===== src/rtl/asrc_pkg.sv =====
package asrc_pkg;
  localparam logic [1:0] MODE_BASE = 2'b00;
  localparam logic [1:0] MODE_X2   = 2'b01;
  localparam logic [1:0] MODE_X4   = 2'b10;
  localparam int unsigned N_RATES  = 3;

  // right-shift applied to thresholds; code 11 behaves as base
  function automatic logic [1:0] rate_shift(input logic [1:0] m);
    case (m)
      MODE_X2: rate_shift = 2'd1;
      MODE_X4: rate_shift = 2'd2;
      default: rate_shift = 2'd0;
    endcase
  endfunction
endpackage


===== src/rtl/arc_delta_judge.sv =====
module arc_delta_judge
  import asrc_pkg::*;
#(
  parameter int unsigned DATA_W = 10,
  parameter int unsigned X2_THR = 8
) (
  input  logic [DATA_W-1:0] cur_i,
  input  logic [DATA_W-1:0] prev_i,
  input  logic [1:0]        mode_i,
  output logic              x2_flag_o,
  output logic              x4_flag_o
);
  localparam int unsigned THR_W = DATA_W + 1;

  logic [DATA_W-1:0]  diff;
  logic [N_RATES-1:0] x2_hit, x4_hit;

  always_comb diff = (cur_i >= prev_i) ? (cur_i - prev_i) : (prev_i - cur_i);

  // one comparator pair per rate, scaled by that rate
  for (genvar g = 0; g < N_RATES; g++) begin : g_rate
    localparam logic [THR_W-1:0] THR2 = THR_W'(X2_THR >> g);
    localparam logic [THR_W-1:0] THR4 = THR_W'((2 * X2_THR) >> g);
    assign x2_hit[g] = {1'b0, diff} > THR2;
    assign x4_hit[g] = {1'b0, diff} > THR4;
  end

  always_comb begin
    x2_flag_o = x2_hit[rate_shift(mode_i)];
    x4_flag_o = x4_hit[rate_shift(mode_i)];
  end
endmodule


===== src/rtl/arc_mode_pick.sv =====
module arc_mode_pick
  import asrc_pkg::*;
(
  input  logic       x2_flag_i,
  input  logic       x4_flag_i,
  output logic [1:0] next_mode_o
);
  always_comb begin
    if (x4_flag_i)      next_mode_o = MODE_X4;
    else if (x2_flag_i) next_mode_o = MODE_X2;
    else                next_mode_o = MODE_BASE;
  end
endmodule


===== src/rtl/arc_clk_select.sv =====
module arc_clk_select
  import asrc_pkg::*;
(
  input  logic       clk_i,
  input  logic       rst_ni,
  input  logic [1:0] pend_i,
  input  logic       tick_base_i,
  input  logic       tick_x2_i,
  input  logic       tick_x4_i,
  output logic       sample_tick_o,
  output logic [1:0] mode_o
);
  logic [1:0] mode_q;

  // forward only the pending rate's tick; the switch lands on that tick
  always_comb begin
    case (pend_i)
      MODE_X2: sample_tick_o = tick_x2_i;
      MODE_X4: sample_tick_o = tick_x4_i;
      default: sample_tick_o = tick_base_i;
    endcase
  end

  always_ff @(posedge clk_i or negedge rst_ni) begin
    if (!rst_ni)            mode_q <= MODE_BASE;
    else if (sample_tick_o) mode_q <= pend_i;
  end

  assign mode_o = mode_q;
endmodule


===== src/rtl/adaptive_rate_ctrl.sv =====
module adaptive_rate_ctrl
  import asrc_pkg::*;
#(
  parameter int unsigned DATA_W = 10,
  parameter int unsigned X2_THR = 8
) (
  input  logic              clk_i,
  input  logic              rst_ni,
  input  logic              tick_base_i,
  input  logic              tick_x2_i,
  input  logic              tick_x4_i,
  input  logic              adc_valid_i,
  input  logic [DATA_W-1:0] adc_data_i,
  output logic              sample_tick_o,
  output logic [1:0]        mode_o,
  output logic              rec_valid_o,
  output logic [DATA_W-1:0] rec_data_o,
  output logic [1:0]        rec_tag_o
);
  logic [DATA_W-1:0] prev_q;
  logic              primed_q;
  logic [1:0]        pend_q, next_mode;
  logic              x2_flag, x4_flag;

  arc_delta_judge #(.DATA_W(DATA_W), .X2_THR(X2_THR)) u_judge (
    .cur_i    (adc_data_i),
    .prev_i   (prev_q),
    .mode_i   (mode_o),
    .x2_flag_o(x2_flag),
    .x4_flag_o(x4_flag)
  );

  arc_mode_pick u_pick (
    .x2_flag_i  (x2_flag),
    .x4_flag_i  (x4_flag),
    .next_mode_o(next_mode)
  );

  arc_clk_select u_sel (
    .clk_i        (clk_i),
    .rst_ni       (rst_ni),
    .pend_i       (pend_q),
    .tick_base_i  (tick_base_i),
    .tick_x2_i    (tick_x2_i),
    .tick_x4_i    (tick_x4_i),
    .sample_tick_o(sample_tick_o),
    .mode_o       (mode_o)
  );

  always_ff @(posedge clk_i or negedge rst_ni) begin
    if (!rst_ni) begin
      prev_q   <= '0;
      primed_q <= 1'b0;
      pend_q   <= MODE_BASE;
    end else if (adc_valid_i) begin
      prev_q   <= adc_data_i;
      primed_q <= 1'b1;
      if (primed_q) pend_q <= next_mode;
    end
  end

  always_ff @(posedge clk_i or negedge rst_ni) begin
    if (!rst_ni) begin
      rec_valid_o <= 1'b0;
      rec_data_o  <= '0;
      rec_tag_o   <= MODE_BASE;
    end else begin
      rec_valid_o <= adc_valid_i;
      if (adc_valid_i) begin
        rec_data_o <= adc_data_i;
        rec_tag_o  <= mode_o;
      end
    end
  end
endmodule


===== config.mk =====
export PLATFORM = sky130hd
export DESIGN_NAME = adaptive_rate_ctrl
export DESIGN_NICKNAME = d
export VERILOG_FILES = /design/src/rtl/asrc_pkg.sv /design/src/rtl/arc_delta_judge.sv /design/src/rtl/arc_mode_pick.sv /design/src/rtl/arc_clk_select.sv /design/src/rtl/adaptive_rate_ctrl.sv
export SDC_FILE = /design/constraint.sdc
export NUM_CORES = 1
export LEC_CHECK = 0
export BUFFER_PORTS_ARGS = -buffer_cell sky130_fd_sc_hd__buf_2
export CAP_MARGIN = 20
export CORE_MARGIN = 3
export CORE_UTILIZATION = 45
export DETAILED_ROUTE_END_ITERATION = 6
export GPL_TIMING_DRIVEN = 0
export PLACE_DENSITY = 0.77
export SLEW_MARGIN = 20
export SYNTH_ARGS = -nofsm -noshare
export SYNTH_HDL_FRONTEND = slang
export SYNTH_SLANG_ARGS = --single-unit

===== constraint.sdc =====
create_clock -name clk_i -period 3.7 [get_ports clk_i]
set_input_delay 0.925 -clock clk_i [delete_from_list [all_inputs] [get_ports clk_i]]
set_output_delay 0.925 -clock clk_i [all_outputs]
set_load 0.1 [all_outputs]

* Word-level counts from Yosys, hierarchy flattened
Cells that the tools add are included.
Storage, ports and cells: register bits 18, input port bits 16, output and inout port bits 16, word-level logic and storage cells 28
Operators by class: add/subtract/negate cells 2, magnitude comparators 6, equality and inequality tests 4, muxes and demuxes 9, reduce and logical (&&, ||, !) cells 1
Operator list (number):
- 10-bit subtractor | 2
- 10-bit greater-or-equal comparator | 1
- 10-bit by 2-bit > comparator with 1-bit output, second input constant | 1
- 10-bit by 3-bit > comparator with 1-bit output, second input constant | 1
- 10-bit by 4-bit > comparator with 1-bit output, second input constant | 1
- 10-bit by 5-bit > comparator with 1-bit output, second input constant | 1
- 10-bit two-way mux | 1
- 1-bit binary-select mux with 2-bit select | 2
- 2-bit by 1-bit == test with 1-bit output, second input constant | 2
- 2-bit == test, second input constant | 2
- 2-bit one-hot mux with 2 select lines | 1
- 2-bit by 3-bit < comparator with 1-bit output, second input constant | 1
- 1-bit two-way mux | 3
- 2-bit two-way mux | 1
- 1-bit one-hot mux with 2 select lines | 1
- 2-bit AND reduction | 1

* Depth between registers and ports, before layout
Gate-level depths: netlist of the first run.
depth after elaboration 7, depth in mapped cells 14, mapped depth without buffers 13

* By module
A second synthesis of the first run with hierarchy kept.
Unflattened totals: cells, all modules 199, area total of the unflattened synthesis 1856.8 µm²
By module, submodules not included:
- arc_delta_judge | instances 1, cells each 152, area an instance 1114.8 µm², seq. area each 0.0 µm²
- adaptive_rate_ctrl | instances 1, cells each 33, area an instance 581.8 µm², seq. area each 400.4 µm²
- arc_clk_select | instances 1, cells each 12, area an instance 138.9 µm², seq. area each 50.0 µm²
- arc_mode_pick | instances 1, cells each 2, area an instance 21.3 µm², seq. area each 0.0 µm²

* Worst setup path before layout of the first run
Ideal clock, no wire load.
path type register to register, from register, netlist name rec_data_o[0], to register pend_q[0], setup time 0.122 ns, arrival 3.634 ns, required time 3.578 ns, setup slack -0.056 ns, stages on the path, launching flop included 14, path buffers 1, period minus slack after synthesis 3.756 ns, path through dfrtp_1 -> ha_1 -> inv_1 -> fa_1 -> a21oi_1 -> o21ai_2 -> a21oi_1 -> o21a_4 -> buf_6 -> mux2i_1 -> xor2_1 -> a211oi_1 -> o311a_1 -> a32o_1
RTL lines:
- end signal: assignment | RTL line adaptive_rate_ctrl.sv:58 | if (primed_q) pend_q <= next_mode;
- end: declaration | RTL line adaptive_rate_ctrl.sv:22 | logic [1:0] pend_q, next_mode;

* Worst setup path in the final report of the first run
from input port adc_data_i[0], to register pend_q[0]
On the way: longest elaborated chain between the ends 7, elaborated cells on any way between the ends 14, classes of those cells 2 x add/sub; 5 x order compare; 7 x mux
Ends and longest elaborated chain:
- start: declaration | RTL line adaptive_rate_ctrl.sv:13 | input logic [DATA_W-1:0] adc_data_i,
- 10-bit subtractor / 10-bit greater-or-equal comparator (equally long branches) | RTL line arc_delta_judge.sv:18 | always_comb diff = (cur_i >= prev_i) ? (cur_i - prev_i) : (prev_i - cur_i);
- 10-bit two-way mux * | RTL line arc_delta_judge.sv:18
- 10-bit by 4-bit > comparator with 1-bit output, or another cell as far along | RTL line arc_delta_judge.sv:24, arc_delta_judge.sv:25
- 1-bit binary-select mux with 2-bit select | RTL line arc_delta_judge.sv:29 | x2_flag_o = x2_hit[rate_shift(mode_i)];
- 1-bit two-way mux (implied by the code) | RTL line arc_delta_judge.sv:29
- 1-bit two-way mux | RTL line arc_mode_pick.sv:10 | else if (x2_flag_i) next_mode_o = MODE_X2;
- 2-bit two-way mux * | RTL line arc_mode_pick.sv:9 | if (x4_flag_i) next_mode_o = MODE_X4;
Mark *: on every way between the ends. The rest lies on a longest branch, timed or not. The select of a mux whose other input is x is not followed. A chain may end at the register's enable or synchronous reset.

==> results of run 1 <==
## registers in the layout, summed over array words and instances, names as in the netlist
register and count:
rec_data_o 10, primed_q 1, rec_valid_o 1, rec_tag_o 2, u_sel.mode_o 2, pend_q 2
## report_power, final
group	switching [mW]	total (mW)	internal, mW
combinational	0.437	0.625	0.188
clock	0.0780	0.173	0.0948
sequential	0.0218	0.245	0.223
total	0.537	1.04	0.505
## synthesized netlist by cell type, types with 3 or more instances
cell / instances / area [um^2]
xor2_1: 3 / 26.3
clkbuf_1: 3 / 11.3
inv_1: 32 / 120
dfrtp_1: 18 / 450
a311oi_1: 3 / 26.3
o21ai_0: 17 / 85.1
a22oi_1: 4 / 30.0
nand2b_1: 4 / 25.0
nor2_1: 14 / 52.6
mux2i_1: 5 / 50.1
a21oi_1: 15 / 75.1
a211oi_1: 3 / 22.5
a21o_1: 3 / 22.5
ha_1: 21 / 263
mux2_2: 4 / 45.0
xnor2_1: 4 / 35.0
nand2_1: 25 / 93.8
## routing by layer
layer	track usage	wire, um	share of wire	up-vias
li1	-	-	-	822
met1	0.245	1870	0.45	798
met2	0.342	1990	0.48	53
met3	0.0405	250	0.060	10
met4	0.0323	58	0.014	0
met5	0	0	0	-
## cells in the final DEF, fill, tap and decap left out, drive strengths merged
master,instances
xnor2,4
a21o,3
a21oi,15
nand2,25
fa,2
nor2b,2
o221a,2
nand2b,4
o21a,3
or2,2
mux2i,5
a211oi,3
o2111ai,1
o211ai,1
inv,32
a2111oi,1
a32o,1
o31ai,2
ha,21
a311oi,4
xor2,3
a22oi,4
o21ai,19
nor2,15
buf,41
nand3b,1
dfrtp,18
a211o,1
nor3,2
a221o,1
nand4,2
nand3,2
nor4,2
mux2,4
o311a,1
clkbuf,7
## kinds of logic (layout without fill, tap and decap cells)
kind of cell | after synthesis | count (layout)
AO/OA/AOI/OAI | 62 | 62
XOR/XNOR | 7 | 7
adder cells (fa/ha/maj) | 23 | 23
buffers and inverters | 39 | 80
flip-flops | 18 | 18
multiplexers | 9 | 9
AND/OR/NAND/NOR | 57 | 57
## stage by stage
| step | cells | hold WS (ns) | setup TNS [ns] | utilization | setup slack, ns |
|---|---|---|---|---|---|
| 3_5_place_dp | 294 | 0.481 | -0.815 | 0.533 | -0.456 |
| 4_1_cts | 299 | 0.500 | 0 | 0.551 | 0.00672 |
| 6_report | 304 | 0.505 | 0 | 0.568 | 0.173 |
| 3_3_place_gp | 294 | 0.480 | -0.806 | 0.533 | -0.456 |
| 2_1_floorplan | 215 | 0.462 | 0 | - | 0.0531 |
| 5_1_grt | 304 | 0.528 | 0 | 0.568 | 0.00268 |
## area by class of cell
| cell class | instances | area (um^2) | share of cell area |
|---|---|---|---|
| multi-input combinational | 158 | 1180 | 0.560 |
| buffer | 7 | 38.8 | 0.0184 |
| clock buffer | 4 | 55.1 | 0.0261 |
| tap | 48 | 60.1 | 0.0285 |
| timing repair buffer | 37 | 200 | 0.0949 |
| inverter | 32 | 120 | 0.0569 |
| sequential | 18 | 453 | 0.215 |
## final timing paths
kind                                  to           from  cells after the start
max in group asynchronous  rec_data_o[0]         rst_ni                      1
hold reg to reg                 primed_q       primed_q                      1
setup reg to reg               pend_q[0]  rec_data_o[8]                     13
hold / removal                  primed_q       primed_q                      1
min in group asynchronous  rec_data_o[3]         rst_ni                      1
setup / recovery               pend_q[0]  adc_data_i[0]                     16
## worst max-delay path, stage by stage
cell,delay [ns]
buf_2,0.11
inv_1,0.05
ha_1,0.15
inv_1,0.05
fa_2,0.38
a21oi_4,0.19
o21ai_2,0.10
a21oi_4,0.19
o21a_4,0.16
buf_6,0.16
mux2i_2,0.24
xor2_1,0.18
buf_4,0.15
a311oi_1,0.04
o311a_1,0.38
a32o_1,0.22
## repair_timing
| item | in CTS | in global routing |
|---|---|---|
| pin swaps | 0 | 4 |
| gates resized for setup | 1 | 5 |
| setup endpoints to repair | 2 | 2 |
| buffers inserted | 1 | 5 |
| hold endpoints to repair | 0 | 0 |
==> impl_metrics.csv, run 1 <==
group,metric,value,unit
synth,synth_top_family_by_area,"compound AO/OA/AOI/OAI gates",
routing,drtIter0Drc,87,
setup_path,r2r_setup_slack,0.58,ns
clock_network,clkTransAtPathRegs,0.07,ns
placed_design,place_area,0.00198,mm^2
synth,netlist_area,0.00176,mm^2
synth,yosys_warnings,0,
sta,hold_violations,0,
clock_network,cts_buffers,3,
routing,wire_per_inst,13.7,um
placed_design,dp_hpwl,3.06,mm
power_and_ir_drop,cellPowerDensity,494,mW/mm^2
synth,synth_cell_types,45,
synth,synth_mux_area_frac,0.0539,
clock_network,cts_root_buf,"clkbuf_8",
sta,drv_slew,0,
setup_path,endpoint_kind,"flop",
die,start_util,0.474,
global_routing,grt_start_max_net_pins,19,
setup_path,cp_max_fo,10,
sta,max_freq,284,MHz
synth,synthArstFlopShare,1.00,
clock_network,clock_sinks,18,
die,die_area,0.00470,mm^2
sta,setup_viol_count_final,0,
sta,finClkSkew,0.00801,ns
clock_network,hold_buffers,0,
power_and_ir_drop,vdd_ir_drop_max,0.629,mV
clock_network,insertion_delay,0.26,ns
setup_path,critPathLaunchType,"primary input",
global_routing,grt_pass1_wl,6.99,mm
clock_network,cts_tree,"done",
synth,syn_nets,254,
final_layout,antennaDiodeCount,0,
routing,routed_wl,4.17,mm
synth,yosys.area_share.adder,0.172,
synth,synth_ff_type,"dfrtp_1",
power_and_ir_drop,totalPowerFinal,1.04,mW
routing,first_pass_iters,4,
synth,synth_edf_count,0,
setup_path,cp.required,3.85,ns
routing,num_vias,1683,
routing,drc_errors,0,
setup_path,cp.arrival,3.68,ns
sta,period_needed,3.53,ns
final_layout,n_fill_cell,348,
synth,syn_inst,215,
final_layout,postLayoutCellArea,0.00211,mm^2
setup_path,path_class,"in2reg",
power_and_ir_drop,leakagePower,1.08,nW
synth,avgSynthCellArea,8.20,um^2
global_routing,gr-total-overflow,0,
routing,vias_per_cell,5.54,
synth,synthXorXnorAreaFrac,0.0348,
routing,ant_nets,0,
sta,rsz0062_at_grt,"no",
die,io_pins,32,
sta,maxSlewHeadroom,0.574,
global_routing,grt_use_total,0.194,
die,die_x,68.6,um
final_layout,nets,296,
placed_design,io_buffers,31,
synth,yosysSeqAreaShare,0.256,
global_routing,grt_pass1_vias,1592,
die,rows,22,
clock_network,htreeDepth,1,
synth,synth_compound_area_frac,0.246,
global_routing,antenna_found_initial,0,
sta,tightest_slew,0.623,ns
clock_network,cts_max_path_buffers,2,
run,cap_viol_max_count,0,
sta,period_share,0.953,
final_layout,syn_to_final_growth,19.7,%
hold_path,hold_path_class,"reg2reg",
run_status,outcome,"completed",
die,die_h,68.6,um
synth,yosys.area_share.simple,0.148,
final_layout,drive_above_1_share,0.246,
placed_design,gp_congestion,0.848,
die,fp.coreArea,0.00372,mm^2
synth,ys_ff_latch,18,
No activity file was read; power rests on OpenSTA's default activity.
==> run 2, diff against run 1 <==
==> constraint.sdc (replaced) <==
create_clock -name clk_i -period 4.2 [get_ports clk_i]
set_input_delay 1.05 -clock clk_i [delete_from_list [all_inputs] [get_ports clk_i]]
set_output_delay 1.05 -clock clk_i [all_outputs]
set_load 0.1 [all_outputs]
==> run 2 against run 1 <==
Effect of this change:
- register-to-register slack improved by 0.33 ns
- via count is 4.8% lower
- global-route usage is 0.50 points lower
- first-iteration DRC count down 64%
- setup slack gained 0.17 ns
- sequential cell count unchanged
- core utilization shrank 1.6 points
- clock power is 13% lower
- final cell count shrank 2.0%
- sequential share of layout area increased by 0.52 points
- cell area down 2.9%
- die area did not move
==> impl_metrics.csv, run 2 (same netlist as run 1, synthesis figures left out) <==
group,metric,value,unit
run_status,outcome,"completed",
routing,routed_wl,4.12,mm
setup_path,rr_startpoint,"rec_data_o[0]",
clock_network,cts_buffers,3,
routing,wl_met2,2.01,mm
global_routing,grt_pass1_vias,1507,
final_layout,drive_above_1_share,0.216,
clock_network,htreeDepth,1,
global_routing,grt_pass1_wl,6.84,mm
final_layout,nets,290,
routing,top_layer_used,"met4",
final_layout,syn_to_final_growth,16.2,%
sta,setup_viol_count_final,0,
hold_path,hold_depth,1,
power_and_ir_drop,cellPowerDensity,436,mW/mm^2
global_routing,antenna_found_initial,0,
hold_path,hold_path_class,"reg2reg",
hold_path,worstHoldStart,"primed_q",
sta,tightest_slew,0.619,ns
placed_design,dp_hpwl,3.19,mm
final_layout,final_cell_mix,"inv_1 (32), buf_2 (32), nand2_1 (25)",
routing,drt-met1-wl,1.88,mm
routing,num_vias,1603,
power_and_ir_drop,vdd_ir_drop_max,0.333,mV
clock_network,insertion_delay,0.26,ns
setup_path,reg2reg_to,"pend_q[0]",
sta,drv_slew,0,
sta,finClkSkew,0.0114,ns
die,die_area,0.00470,mm^2
sta,maxSlewHeadroom,0.577,
die,rows,22,
final_layout,final_util,0.551,
clock_network,cts_max_path_buffers,2,
setup_path,cp.required,4.36,ns
die,io_pins,32,
clock_network,clkTransAtPathRegs,0.09,ns
final_layout,largest_register_ffs,10,
die,die_h,68.6,um
global_routing,grt_use_total,0.189,
routing,drc_errors,0,
setup_path,path_class,"in2reg",
sta,period_needed,3.86,ns
routing,vias_per_cell,5.38,
clock_network,cts_tree,"done",
final_layout,regMostFlops,"rec_data_o",
sta,max_freq,259,MHz
routing,wl_met3,213,um
global_routing,gr-total-overflow,0,
routing,wire_per_inst,13.8,um
placed_design,io_buffers,31,
setup_path,cp.arrival,4.02,ns
setup_path,cp_max_fo,10,
power_and_ir_drop,leakagePower,1.05,nW
routing,drtIter0Drc,31,
power_and_ir_drop,totalPowerFinal,0.892,mW
setup_path,endpoint_kind,"flop",
hold_path,min_to,"primed_q",
placed_design,post-place-cells,294,
global_routing,grt_start_max_net_pins,19,
final_layout,antennaDiodeCount,0,
setup_path,critPathLaunchType,"primary input",
clock_network,clock_sinks,18,
clock_network,post_cts_buffers,0,
die,die_x,68.6,um
clock_network,cts_root_buf,"clkbuf_8",
routing,first_pass_iters,4,
setup_path,reg2reg_depth,13,
setup_path,r2r_setup_slack,0.91,ns
sta,period_share,0.919,
placed_design,gp_congestion,0.851,
die,fp.coreArea,0.00372,mm^2
sta,hold_violations,0,
die,start_util,0.474,
sta,rsz0062_at_grt,"no",
final_layout,instances_no_fill,298,
routing,ant_nets,0,
run,cap_viol_max_count,0,
-- run 2: changes by cell type in the layout (fill, tap and decap cells not counted), sizes merged --
cell  change
buf       -6
-- run 2: routing by layer --
| metal | track usage | up-vias |
|---|---|---|
| li1 | - | 811 |
| met1 | 0.252 | 758 |
| met2 | 0.323 | 32 |
| met3 | 0.0340 | 2 |
| met4 | 0.0298 | 0 |
| met5 | 0 | - |
-- run 2: critical path, stage by stage --
cell and delay, ns:
buf_2 0.11, inv_1 0.05, ha_1 0.15, inv_1 0.05
fa_1 0.42, a21oi_2 0.20, o21ai_2 0.09, a21oi_2 0.27
o21a_4 0.18, buf_6 0.15, mux2i_1 0.29, xor2_2 0.26
a211oi_1 0.11, o311a_1 0.39, a32o_1 0.22
-- run 2: report_power, final --
part           total [mW]  internal [mW]  switching (mW)
logic               0.526          0.149           0.377
clock network       0.151         0.0835          0.0679
registers           0.215          0.196          0.0186
-- run 2: cell type report --
| class | count | area, um^2 |
|---|---|---|
| clock buffers | 4 | 55.1 |
| multi-input cells | 158 | 1170 |
| repair buffers | 31 | 155 |
| plain buffers | 7 | 38.8 |
| well taps | 48 | 60.1 |
| fillers | 356 | 1670 |
| flip-flops and latches | 18 | 450 |
| inverters | 32 | 120 |
-- run 2: repair_timing --
action / in CTS / in global routing
hold buffers: 0 / 0
endpoints found under the setup margin: 0 / 2
resized for setup: 0 / 3
-- run 2: how the worst max path moves through the flow --
stage	slack, ns	end	from	cells after the start
2_1_floorplan	0.43	pend_q[0]	adc_data_i[0]	14
3_3_place_gp	-0.09	pend_q[0]	adc_data_i[0]	15
5_1_grt	0.07	pend_q[0]	adc_data_i[0]	15
6_report	0.34	pend_q[0]	adc_data_i[0]	15
3_5_place_dp	-0.12	pend_q[0]	adc_data_i[0]	15
4_1_cts	0.15	pend_q[0]	adc_data_i[0]	15
-- run 2: per-stage QoR --
step | hold slack [ns] | setup slack, ns | TNS (ns) | cell area [um^2]
4_1_cts | 0.504 | 0.150 | 0 | 2030
2_1_floorplan | 0.462 | 0.425 | 0 | 1760
5_1_grt | 0.529 | 0.0700 | 0 | 2050
3_3_place_gp | 0.482 | -0.0877 | -0.0877 | 1980
6_report | 0.505 | 0.341 | 0 | 2050
3_5_place_dp | 0.485 | -0.121 | -0.132 | 1980
==> run 3, diff against run 2 <==
--- a/config.mk
+++ b/config.mk
@@ -11,6 +11,7 @@
 export CORE_UTILIZATION = 45
 export DETAILED_ROUTE_END_ITERATION = 6
 export GPL_TIMING_DRIVEN = 0
+export MAX_ROUTING_LAYER = met4
 export PLACE_DENSITY = 0.77
 export SLEW_MARGIN = 20
 export SYNTH_ARGS = -nofsm -noshare
==> constraint.sdc (replaced) <==
create_clock -name clk_i -period 4.2 [get_ports clk_i]
set_input_delay 1.05 -clock clk_i [delete_from_list [all_inputs] [get_ports clk_i]]
set_output_delay 1.05 -clock clk_i [all_outputs]
set_load 0.02 [all_outputs]
==> run 3 against run 2 <==
Effect of this change:
- setup slack is essentially flat
- via count hardly changed
- final cell count is the same
- count of clock-buffer cells in the layout did not move
- register-to-register slack about the same
- critical endpoint unchanged
- sequential cell count stayed put
- clock power hardly changed
- die area unchanged
- critical path depth unchanged
- sequential power about the same
==> impl_metrics.csv, run 3 (same netlist as run 1, synthesis figures left out) <==
group,metric,value,unit
clock_network,post_cts_buffers,0,
final_layout,antennaDiodeCount,0,
global_routing,grt_pass1_wl,6.84,mm
setup_path,cp_max_fo,10,
power_and_ir_drop,cellPowerDensity,363,mW/mm^2
global_routing,grt_use_total,0.194,
sta,tightest_slew,0.619,ns
sta,setup_viol_count_final,0,
sta,finClkSkew,0.0114,ns
final_layout,drive_above_1_share,0.216,
clock_network,cts_tree,"done",
final_layout,nets,290,
global_routing,gr-total-overflow,0,
placed_design,dpl_worst_slack,-0.121,ns
routing,routed_wl,4.11,mm
routing,drc_errors,0,
setup_path,critPathLaunchType,"primary input",
setup_path,rr_startpoint,"rec_data_o[0]",
setup_path,crit_end,"pend_q[0]",
routing,drtIter0Drc,31,
die,fp.coreArea,0.00372,mm^2
sta,hold_violations,0,
clock_network,hold_buffers,0,
setup_path,endpoint_kind,"flop",
placed_design,dp_hpwl,3.19,mm
sta,period_share,0.919,
die,die_x,68.6,um
final_layout,n_fill_cell,356,
final_layout,syn_to_final_growth,16.2,%
sta,maxSlewHeadroom,0.577,
power_and_ir_drop,leakagePower,1.05,nW
die,rows,22,
routing,ant_nets,0,
setup_path,path_class,"in2reg",
sta,setup_ws,0.341,ns
hold_path,hold_path_class,"reg2reg",
final_layout,final_cell_mix,"inv_1 (32), buf_2 (32), nand2_1 (25)",
clock_network,clock_sinks,18,
global_routing,grt_start_max_net_pins,19,
final_layout,multi_input_area,0.00117,mm^2
routing,wire_per_inst,13.8,um
global_routing,grt_pass1_vias,1507,
clock_network,ctsResizeCount,0,
placed_design,gp_congestion,0.864,
clock_network,cts_buffers,3,
setup_path,reg2reg_depth,13,
die,die_area,0.00470,mm^2
placed_design,io_buffers,31,
final_layout,seqCellArea,450,um^2
routing,vias_per_cell,5.38,
final_layout,largest_register_ffs,10,
clock_network,clkTransAtPathRegs,0.09,ns
power_and_ir_drop,vdd_ir_drop_max,0.202,mV
die,start_util,0.474,
sta,rsz0062_at_grt,"no",
die,die_h,68.6,um
setup_path,r2r_setup_slack,0.90,ns
setup_path,timing.critical_path.from,"adc_data_i[0]",
sta,hold_ws,0.505,ns
routing,num_vias,1604,
global_routing,antenna_found_initial,0,
final_layout,regMostFlops,"rec_data_o",
clock_network,htreeDepth,1,
routing,first_pass_iters,4,
clock_network,cts_max_path_buffers,2,
run,cap_viol_max_count,0,
sta,drv_slew,0,
sta,max_freq,259,MHz
die,io_pins,32,
run_status,outcome,"completed",
setup_path,reg2reg_to,"pend_q[0]",
sta,period_needed,3.86,ns
setup_path,cp.required,4.36,ns
clock_network,insertion_delay,0.26,ns
setup_path,cp.arrival,4.02,ns
clock_network,cts_root_buf,"clkbuf_8",
run 3: cell counts in the layout (fill, tap and decap cells not counted):
No cell type changed its count.
run 3: power by group:
| group | internal, mW | switching (mW) |
|---|---|---|
| clock | 0.0835 | 0.0679 |
| sequential | 0.196 | 0.0186 |
| combinational | 0.149 | 0.229 |
| total | 0.429 | 0.315 |
run 3: worst min path at each step:
| stage | from | endpoint | slack [ns] | cells after the start |
|---|---|---|---|---|
| after detailed placement | primed_q | primed_q | 0.49 | 1 |
| after CTS | primed_q | primed_q | 0.50 | 1 |
| after global placement | primed_q | primed_q | 0.48 | 1 |
| final | primed_q | primed_q | 0.51 | 1 |
| after floorplan | primed_q | primed_q | 0.46 | 1 |
| after global routing | primed_q | primed_q | 0.53 | 1 |
run 3: metrics by stage:
stage / util / std cells / TNS, ns / instance area (um^2) / total power, mW
6_report: 0.551 / 298 / 0 / 2050 / 0.744
5_1_grt: 0.551 / 298 / 0 / 2050 / 0.800
4_1_cts: 0.547 / 298 / 0 / 2030 / 0.741
3_5_place_dp: 0.532 / 294 / -0.132 / 1980 / 0.587
3_3_place_gp: 0.532 / 294 / -0.0877 / 1980 / 0.578
2_1_floorplan: - / 215 / 0 / 1760 / 0.493
run 3: layout make-up:
| class | count | share of cell area |
|---|---|---|
| sequential | 18 | 0.220 |
| multi-input combinational | 158 | 0.571 |
| tap | 48 | 0.0293 |
| clock buffer | 4 | 0.0269 |
| timing repair buffer | 31 | 0.0757 |
| inverter | 32 | 0.0586 |
| buffer | 7 | 0.0189 |
run 3: worst max-delay path: stages:
cell	delay [ns]
buf_2	0.11
inv_1	0.05
ha_1	0.15
inv_1	0.05
fa_1	0.42
a21oi_2	0.20
o21ai_2	0.09
a21oi_2	0.27
o21a_4	0.18
buf_6	0.15
mux2i_1	0.29
xor2_2	0.26
a211oi_1	0.11
o311a_1	0.39
a32o_1	0.22
run 3: per-layer routing:
metal	share of wire	track usage
met1	0.46	0.253
met2	0.49	0.323
met3	0.049	0.0324
met4	0.0032	0.0298
met5	0	-
